==> src/rtl/tos_alu_pkg.sv <==
`timescale 1ns/1ps
package tos_alu_pkg;

  typedef enum logic [4:0] {
    OP_NOP    = 5'd0,
    OP_DX_LX  = 5'd1,
    OP_DX_AX  = 5'd2,
    OP_DX_BX  = 5'd3,
    OP_DX_ADD = 5'd4,
    OP_BX_SUM = 5'd5,
    OP_BX_LX  = 5'd6,
    OP_BX_AX  = 5'd7,
    OP_BX_DX  = 5'd8,
    OP_BX_MA  = 5'd9,
    OP_SWAP   = 5'd10,
    OP_NEG    = 5'd11,
    OP_CF2BX  = 5'd12,
    OP_BOOL   = 5'd13,
    OP_INC    = 5'd14,
    OP_DEC    = 5'd15,
    OP_SGN    = 5'd16,
    OP_VNEG   = 5'd17,
    OP_BSTEP  = 5'd18,
    OP_ROR    = 5'd19,
    OP_ROL    = 5'd20,
    OP_ADDL   = 5'd21,
    OP_ADDA   = 5'd22,
    OP_ADC    = 5'd23,
    OP_SBC    = 5'd24,
    OP_ABS    = 5'd25,
    OP_CLC    = 5'd26,
    OP_V2C    = 5'd27,
    OP_CMC    = 5'd28,
    OP_TNZ    = 5'd29,
    OP_TNEG   = 5'd30,
    OP_TLT    = 5'd31
  } tos_op_e;

  typedef enum logic [1:0] {
    U_MOVE  = 2'd0,
    U_ARITH = 2'd1,
    U_SHIFT = 2'd2,
    U_FLAG  = 2'd3
  } tos_unit_e;

  function automatic tos_unit_e unit_of(input tos_op_e op);
    tos_unit_e u;
    case (op)
      OP_SGN, OP_VNEG, OP_ADDL, OP_ADDA,
      OP_ADC, OP_SBC, OP_ABS:            u = U_ARITH;
      OP_BSTEP, OP_ROR, OP_ROL:          u = U_SHIFT;
      OP_CLC, OP_V2C, OP_CMC,
      OP_TNZ, OP_TNEG, OP_TLT:           u = U_FLAG;
      default:                           u = U_MOVE;
    endcase
    return u;
  endfunction

endpackage

==> src/rtl/tos_alu_move.sv <==
`timescale 1ns/1ps
module tos_alu_move
  import tos_alu_pkg::*;
#(
  parameter int W = 16
) (
  input  tos_op_e      op,
  input  logic [W-1:0] ax,
  input  logic [W-1:0] lx,
  input  logic [W-1:0] ma,
  input  logic [W-1:0] bx,
  input  logic [W-1:0] dx,
  input  logic         cf,
  output logic [W-1:0] bx_nx,
  output logic [W-1:0] dx_nx
);
  localparam logic [W-1:0] ONE = {{(W-1){1'b0}}, 1'b1};

  always_comb begin
    bx_nx = bx;
    dx_nx = dx;
    case (op)
      OP_DX_LX:  dx_nx = lx;
      OP_DX_AX:  dx_nx = ax;
      OP_DX_BX:  dx_nx = bx;
      OP_DX_ADD: dx_nx = dx + ax;
      OP_BX_SUM: bx_nx = ax + dx;
      OP_BX_LX:  bx_nx = lx;
      OP_BX_AX:  bx_nx = ax;
      OP_BX_DX:  bx_nx = dx;
      OP_BX_MA:  bx_nx = ma;
      OP_SWAP: begin
        bx_nx = dx;
        dx_nx = bx;
      end
      OP_NEG:    bx_nx = '0 - bx;
      OP_CF2BX:  bx_nx = {{(W-1){1'b0}}, cf};
      OP_BOOL:   bx_nx = (bx != '0) ? ONE : '0;
      OP_INC:    bx_nx = bx + ONE;
      OP_DEC:    bx_nx = bx - ONE;
      default: ;
    endcase
  end
endmodule

==> src/rtl/tos_alu_arith.sv <==
`timescale 1ns/1ps
module tos_alu_arith
  import tos_alu_pkg::*;
#(
  parameter int W = 16
) (
  input  tos_op_e      op,
  input  logic [W-1:0] ax,
  input  logic [W-1:0] lx,
  input  logic [W-1:0] bx,
  input  logic [W-1:0] dx,
  input  logic         cf,
  input  logic         vf,
  output logic [W-1:0] bx_nx,
  output logic [W-1:0] dx_nx,
  output logic         cf_nx,
  output logic         vf_nx
);
  localparam int W1 = W + 1;

  logic [W-1:0] addend;
  logic         cin;
  logic [W:0]   wide;
  logic [W-1:0] bx_neg;
  logic [W-1:0] dx_neg;
  logic         bx_sign;
  logic         dx_sign;

  assign bx_sign = bx[W-1];
  assign dx_sign = dx[W-1];
  assign bx_neg  = '0 - bx;
  assign dx_neg  = '0 - dx;

  // one shared carry chain for every add and subtract
  always_comb begin
    addend = (op == OP_ADDL) ? lx : ax;
    cin    = (op == OP_ADC || op == OP_SBC) ? cf : 1'b0;
    if (op == OP_SBC)
      wide = {1'b0, bx} - {1'b0, addend} - W1'(cin);
    else
      wide = {1'b0, bx} + {1'b0, addend} + W1'(cin);
  end

  always_comb begin
    bx_nx = bx;
    dx_nx = dx;
    cf_nx = cf;
    vf_nx = vf;
    case (op)
      OP_ADDL, OP_ADDA, OP_ADC, OP_SBC: begin
        bx_nx = wide[W-1:0];
        cf_nx = wide[W];
        vf_nx = bx_sign ^ wide[W-1];
      end
      OP_SGN: begin
        bx_nx = bx_sign ? bx_neg : bx;
        dx_nx = dx_sign ? dx_neg : dx;
        vf_nx = bx_sign ^ dx_sign;
      end
      OP_VNEG: bx_nx = vf ? bx_neg : bx;
      OP_ABS: begin
        bx_nx = bx_sign ? bx_neg : bx;
        cf_nx = bx_sign;
      end
      default: ;
    endcase
  end
endmodule

==> src/rtl/tos_alu_shift.sv <==
`timescale 1ns/1ps
module tos_alu_shift
  import tos_alu_pkg::*;
#(
  parameter int W = 16
) (
  input  tos_op_e      op,
  input  logic [W-1:0] bx,
  input  logic [W-1:0] dx,
  input  logic         cf,
  output logic [W-1:0] bx_nx,
  output logic [W-1:0] dx_nx,
  output logic         cf_nx
);
  always_comb begin
    bx_nx = bx;
    dx_nx = dx;
    cf_nx = cf;
    case (op)
      OP_BSTEP: begin
        dx_nx = {1'b0, dx[W-1:1]};
        cf_nx = dx[0];
        bx_nx = {bx[W-2:0], 1'b0};
      end
      OP_ROR: begin
        bx_nx = {cf, bx[W-1:1]};
        cf_nx = bx[0];
      end
      OP_ROL: begin
        bx_nx = {bx[W-2:0], cf};
        cf_nx = bx[W-1];
      end
      default: ;
    endcase
  end
endmodule

==> src/rtl/tos_alu_flag.sv <==
`timescale 1ns/1ps
module tos_alu_flag
  import tos_alu_pkg::*;
#(
  parameter int W = 16
) (
  input  tos_op_e      op,
  input  logic [W-1:0] bx,
  input  logic         cf,
  input  logic         vf,
  output logic         cf_nx
);
  always_comb begin
    cf_nx = cf;
    case (op)
      OP_CLC:  cf_nx = 1'b0;
      OP_V2C:  cf_nx = vf;
      OP_CMC:  cf_nx = ~cf;
      OP_TNZ:  cf_nx = |bx;
      OP_TNEG: cf_nx = bx[W-1];
      OP_TLT:  cf_nx = bx[W-1] ^ vf;
      default: ;
    endcase
  end
endmodule

==> src/rtl/tos_alu.sv <==
`timescale 1ns/1ps
module tos_alu
  import tos_alu_pkg::*;
#(
  parameter int WIDTH   = 16,
  parameter int OPW     = 5,
  parameter int SYNC_FF = 2
) (
  input  logic             clk,
  input  logic             rst_n,
  input  logic [OPW-1:0]   op_code,
  input  logic [WIDTH-1:0] ax_in,
  input  logic [WIDTH-1:0] lx_in,
  input  logic [WIDTH-1:0] ma_in,
  output logic [WIDTH-1:0] bx_q,
  output logic [WIDTH-1:0] dx_q,
  output logic             cf_q,
  output logic             vf_q
);
  tos_op_e op;
  assign op = tos_op_e'(op_code);

  // reset: asserted asynchronously, released on the clock
  logic [SYNC_FF-1:0] rst_sync;
  logic               rst_loc_n;

  always_ff @(posedge clk or negedge rst_n) begin
    if (!rst_n) rst_sync <= '0;
    else        rst_sync <= {rst_sync[SYNC_FF-2:0], 1'b1};
  end
  assign rst_loc_n = rst_sync[SYNC_FF-1];

  logic [WIDTH-1:0] bx_r, dx_r, bx_nx, dx_nx;
  logic             cf_r, vf_r, cf_nx, vf_nx;
  logic             state_en;

  logic [WIDTH-1:0] mv_bx, mv_dx, ar_bx, ar_dx, sh_bx, sh_dx;
  logic             ar_cf, ar_vf, sh_cf, fl_cf;

  tos_alu_move #(.W(WIDTH)) u_move (
    .op(op), .ax(ax_in), .lx(lx_in), .ma(ma_in),
    .bx(bx_r), .dx(dx_r), .cf(cf_r),
    .bx_nx(mv_bx), .dx_nx(mv_dx)
  );

  tos_alu_arith #(.W(WIDTH)) u_arith (
    .op(op), .ax(ax_in), .lx(lx_in),
    .bx(bx_r), .dx(dx_r), .cf(cf_r), .vf(vf_r),
    .bx_nx(ar_bx), .dx_nx(ar_dx), .cf_nx(ar_cf), .vf_nx(ar_vf)
  );

  tos_alu_shift #(.W(WIDTH)) u_shift (
    .op(op), .bx(bx_r), .dx(dx_r), .cf(cf_r),
    .bx_nx(sh_bx), .dx_nx(sh_dx), .cf_nx(sh_cf)
  );

  tos_alu_flag #(.W(WIDTH)) u_flag (
    .op(op), .bx(bx_r), .cf(cf_r), .vf(vf_r),
    .cf_nx(fl_cf)
  );

  always_comb begin
    bx_nx = bx_r;
    dx_nx = dx_r;
    cf_nx = cf_r;
    vf_nx = vf_r;
    case (unit_of(op))
      U_MOVE: begin
        bx_nx = mv_bx;
        dx_nx = mv_dx;
      end
      U_ARITH: begin
        bx_nx = ar_bx;
        dx_nx = ar_dx;
        cf_nx = ar_cf;
        vf_nx = ar_vf;
      end
      U_SHIFT: begin
        bx_nx = sh_bx;
        dx_nx = sh_dx;
        cf_nx = sh_cf;
      end
      U_FLAG: cf_nx = fl_cf;
      default: ;
    endcase
  end

  assign state_en = (op != OP_NOP);

  always_ff @(posedge clk or negedge rst_loc_n) begin
    if (!rst_loc_n) begin
      bx_r <= '0;
      dx_r <= '0;
      cf_r <= 1'b0;
      vf_r <= 1'b0;
    end else if (state_en) begin
      bx_r <= bx_nx;
      dx_r <= dx_nx;
      cf_r <= cf_nx;
      vf_r <= vf_nx;
    end
  end

  assign bx_q = bx_r;
  assign dx_q = dx_r;
  assign cf_q = cf_r;
  assign vf_q = vf_r;
endmodule

==> config.mk <==
export PLATFORM = sky130hd
export DESIGN_NAME = tos_alu
export DESIGN_NICKNAME = d
export VERILOG_FILES = /design/src/rtl/tos_alu_pkg.sv /design/src/rtl/tos_alu_move.sv /design/src/rtl/tos_alu_arith.sv /design/src/rtl/tos_alu_shift.sv /design/src/rtl/tos_alu_flag.sv /design/src/rtl/tos_alu.sv
export SDC_FILE = /design/constraint.sdc
export NUM_CORES = 1
export LEC_CHECK = 0
export CAP_MARGIN = 20
export CELL_PAD_IN_SITES_DETAIL_PLACEMENT = 1
export CELL_PAD_IN_SITES_GLOBAL_PLACEMENT = 1
export CORE_AREA = 2 2 146 148
export DETAILED_ROUTE_END_ITERATION = 8
export DIE_AREA = 0 0 148 150
export PLACE_DENSITY = 0.86
export SKIP_LAST_GASP = 1
export SYNTH_ARGS = -nofsm -noshare
export SYNTH_HDL_FRONTEND = slang
export SYNTH_SLANG_ARGS = --single-unit
==> constraint.sdc <==
create_clock -name clk -period 1.1 [get_ports clk]
set_input_delay 0.22 -clock clk [delete_from_list [all_inputs] [get_ports clk]]
set_output_delay 0.22 -clock clk [all_outputs]
set_load 0.02 [all_outputs]
==> key figures, run 1 <==
Logic synthesis
  • Most frequent cell after synthesis: nand2_1
  • Mapped Area: 7869 sq um
  • Syn nets: 1,237
  • Synth top area cells: ha_1, dfrtp_1, a21oi_1
  • Commonest cells in the netlist: nand2_1, a21oi_1, ha_1
  • Cell count after synthesis: 1,094
  • Post-synth EDFFs: 0
  • Ys Warns: 0
  • Yosys top cell area share: 0.1304
  • Ys async rst share: 1.000
  • Register area share after synthesis: 0.1145
  • Synth Flop Type: dfrtp_1
  • Post-synth top area cell: ha_1
  • Distinct cells, synth: 81
  • Mean Syn Cell Area: 7.193 sq um
  • Register bit total from synthesis: 36

Clock tree
  • Clk buf depth: 2
  • Total clock sinks: 36
  • Htree depth: 2
  • CTS Buf Count: 5
  • Hold Buf Count CTS: 0
  • Root Buffer Master: clkbuf_16

Placed design
  • Placed Cells: 1,776
  • DP HPWL: 40,910 um
  • Final GP Congestion: 1.045
  • Port-buffer cells: 88

Global route
  • Number of global-route vias before repair: 17,290
  • First-pass GRT wire length: 125,700 um
  • Overflow after GRT: 23
  • All-Layer GR Usage: 0.7734
  • Largest net degree at the start of global routing: 35

Outcome
  • Error msg: [ERROR GRT-0116] Global routing finished with congestion. Check the congestion regions in the DRC Viewer.
  • Failing step: global routing (5_1_grt)
  • Status: aborted with a tool error

Floorplan
  • Row count: 53
  • Number of I/O pins: 89
  • Die width: 148 um
  • Initial Util: 0.3803
  • Die Ht: 150 um
logic make-up after synthesis:
| kind of cell | after synthesis | share of synthesized area |
|---|---|---|
| multiplexers | 37 | 0.04961 |
| XOR/XNOR | 61 | 0.06790 |
| AND/OR/NAND/NOR | 337 | 0.2113 |
| AO/OA/AOI/OAI | 386 | 0.3373 |
| buffers and inverters | 148 | 0.07330 |
| other | 1 | 0.0004766 |
| adder cells (fa/ha/maj) | 88 | 0.1457 |
| flip-flops | 36 | 0.1145 |
timing repair:
action                     CTS
pin swaps                   89
cloned                       3
setup buffers               96
hold endpoints to repair     0
setup endpoints to repair   68
resized for setup          471
per-stage QoR:
stage | util | worst slack (ns) | hold slack, ns | area [sq um]
floorplan | - | -2.333 | -0.07559 | 8307
global placement | 0.5882 | -3.051 | 0.2412 | 12170
detailed placement | 0.5882 | -3.559 | 0.2538 | 12170
CTS | 0.6812 | -2.508 | 0.07876 | 14090
routing by layer:
| layer | GRT usage | GRT overflow |
|---|---|---|
| met5 | 0.3659 | 0 |
| met4 | 0.8029 | 12 |
| met3 | 0.6247 | 0 |
| met2 | 0.9315 | 11 |
| met1 | 0.7590 | 0 |
==> run 2: changes to the inputs <==
--- a/config.mk
+++ b/config.mk
@@ -6,12 +6,10 @@
 export NUM_CORES = 1
 export LEC_CHECK = 0
 export CAP_MARGIN = 20
-export CELL_PAD_IN_SITES_DETAIL_PLACEMENT = 1
-export CELL_PAD_IN_SITES_GLOBAL_PLACEMENT = 1
-export CORE_AREA = 2 2 146 148
+export CORE_AREA = 2 2 181 183
 export DETAILED_ROUTE_END_ITERATION = 8
-export DIE_AREA = 0 0 148 150
-export PLACE_DENSITY = 0.86
+export DIE_AREA = 0 0 183 185
+export PLACE_DENSITY_LB_ADDON = 0.15
 export SKIP_LAST_GASP = 1
 export SYNTH_ARGS = -nofsm -noshare
 export SYNTH_HDL_FRONTEND = slang
==> constraint.sdc (replaced) <==
create_clock -name clk -period 1.4 [get_ports clk]
set_input_delay 0.28 -clock clk [delete_from_list [all_inputs] [get_ports clk]]
set_output_delay 0.28 -clock clk [all_outputs]
set_load 0.02 [all_outputs]
==> run 2 against run 1 <==
Effect of this change: the flow now finishes, with violations (negative setup slack); synthesized cell count unchanged; synthesized area unchanged.
==> key figures, run 2 <==
Outcome
  • Status: finished, violations left
  • Violated checks: negative setup slack

Timing
  • Fin Hold WS: 0.1425 ns
  • Slew margin rel.: 0.5251
  • Max Slew Vio Count: 0
  • Slew @ Worst Pin: 0.7050 ns
  • Fmax: 0.2829 GHz
  • Fin Setup TNS: -51.82 ns
  • Post-route minimum period: 3.535 ns
  • Final setup viols: 34
  • RSZ-0062 raised after global routing: true
  • Fin. Hold Viols: 0
  • Final worst-path cycle share: 2.525
  • Clk_skew: 0.005987 ns
  • Final worst slack: -2.135 ns

Pwr
  • Leak pwr: 6.251 nW
  • Total power: 26.53 mW
  • Peak VDD IR: 0.7894 mV
  • PwrDens: 1873 nW/um^2

Clock tree
  • Total clock sinks: 36
  • Htree depth: 2
  • Root Buffer Master: clkbuf_16
  • Clock Latency Late Sink: 0.30 ns
  • Clk buf depth: 2
  • TritonCTS clock tree: done
  • Clk pin slew, worst setup/hold paths: 0.07 ns
  • CTS Buf Count: 5

Final layout
  • Syn-to-layout area delta: 79.93%
  • Multi-input combinational cell area: 7561 sq um
  • Final nets: 1,714
  • Final std cells w/o fill: 1,980
  • Antenna cells: 0
  • Final Instance Area: 14,160 sq um
  • Fill cell count: 3,240
  • Most frequent cells in the layout: buf_4, nand2_1, nor2_1, a21oi_1, inv_1
  • Most common cell after layout, fill and taps aside: buf_4
  • FF/Latch Area: 908.4 sq um
  • Layout cells sized above 1: 0.4504
  • Utilization after layout: 0.4419

Worst setup path
  • Crit path DAT: 3.74 ns
  • Worst Path Max Fanout: 6
  • CP Class: in -> reg
  • CP required: 1.60 ns
  • Crit path from: op_code[3]
  • Reg2reg setup slack: -1.88 ns
  • R2r startpoint: cf_q
  • CP max stage delay: 0.41 ns
  • CP endpoint kind: flip-flop
  • Crit start category: input pin
  • Crit-path cells: clkdlybuf4s15_2 -> inv_4 -> nand2_2 -> nor2_4 -> buf_12 -> buf_12 -> mux2_4 -> ha_4 -> inv_2 -> ha_4 -> buf_6 -> a21oi_4 -> o21a_1 -> o211ai_1 -> a31oi_4 -> nor3_2 -> nor4_2 -> a2111o_1 -> o41ai_2
  • Worst path slowest cell: a2111o_1

Worst hold path
  • Tightest Hold Check Type: in -> async

Drt
  • Drt wl/cell: 20.42 um
  • DRT Wirelength: 40,440 um
  • Iter 0 DRT Violations: 633
  • DR pass1 iterations: 6
  • DR vias: 10,470
  • Antenna Nets Post-Route: 0
  • Drt drc: 0
  • Via density: 5.290

Floorplan
  • Row count: 66
  • Die Area: 33,860 sq um
  • Number of I/O pins: 89
  • Core area: 32,040 sq um
  • Initial Util: 0.2456
  • Die width: 183 um
  • Die Ht: 185 um

Logic synthesis
  • Ys Warns: 0
  • Ys async rst share: 1.000
  • Commonest cells in the netlist: nand2_1, a21oi_1, ha_1
  • Distinct cells, synth: 81
  • Register area share after synthesis: 0.1145
  • Most frequent cell after synthesis: nand2_1
  • Synth Flop Type: dfrtp_1
  • Synth top area cells: ha_1, dfrtp_1, a21oi_1
  • Mapped Area: 7869 sq um
  • Yosys top cell area share: 0.1304
  • Mean Syn Cell Area: 7.193 sq um
  • Post-synth EDFFs: 0
  • Post-synth top area cell: ha_1
  • Syn nets: 1,237
  • Cell count after synthesis: 1,094
  • Register bit total from synthesis: 36

Job
  • Max Cap Violations: 0

Placed design
  • Final GP Congestion: 0.9093
  • Cell Area, Placed: 12,390 sq um
  • Placed Cells: 1,911
  • Port-buffer cells: 88
  • Pre-CTS WS: -2.910 ns
  • DP HPWL: 31,860 um

Global route
  • Largest net degree at the start of global routing: 35
  • Overflow after GRT: 0
  • All-Layer GR Usage: 0.2350
  • First-pass GRT wire length: 60,820 um
  • Initial antenna violation count: 0
  • Number of global-route vias before repair: 10,430
[run 2: cell counts after synthesis]
No cell type changed its count.
[run 2: timing repair]
action / CTS / global route
resized for setup: 350 / 92
hold buffers: 0 / 0
setup buffers: 59 / 9
pin swaps: 71 / 63
endpoints found under the setup margin: 68 / 48
cloned: 6 / 0
[run 2: power breakdown]
group          internal [mW]  switching [mW]
Combinational           11.5            11.7
Clock                  0.941           0.524
Sequential              1.50           0.405
Total                   13.9            12.6
[run 2: worst paths after layout]
kind | to | depth (start not counted)
max | bx_q[14] | 19
min | rst_sync[1] | 1
max reg2reg | bx_q[10] | 15
min reg2reg | dx_q[1] | 1
max in group asynchronous | bx_q[6] | 1
min in group clk | rst_sync[1] | 0
[run 2: final cells by class]
cell class                      count  area share
Inverter                           79     0.02200
Clock inverter                      1    0.002121
Sequential cell                    36     0.06416
Clock buffer                        7     0.01078
Timing Repair Buffer              539      0.3309
Multi-Input combinational cell    910      0.5340
Tap cell                          408     0.03606
[run 2: metal layers]
metal  part of all wire  up-vias  global-route usage  routed length, um
met3              0.041       63             0.02399               1671
met4              0.029        0             0.07776               1166
met2               0.48      328              0.4002              19360
met5                  0        -                   0                  0
li1                   -     5043                   -                  -
met1               0.45     5040              0.3107              18240
[run 2: worst max-delay path: cells and delay by family]
family / cells / cell delay (ns)
AO/OA/AOI/OAI: 6 / 1.38
buffers and inverters: 6 / 0.77
adder cells (fa/ha/maj): 2 / 0.56
multiplexers: 1 / 0.32
AND/OR/NAND/NOR: 4 / 0.43
[run 2: cells by family after synthesis]
group,count (synthesis),share of synthesized area
simple gates,337,0.2113
buf+inv,148,0.07330
mux,37,0.04961
flops,36,0.1145
fa+ha+maj,88,0.1457
other cells,1,0.0004766
compound gates,386,0.3373
xor+xnor,61,0.06790
(Power assumes the default switching activity.)
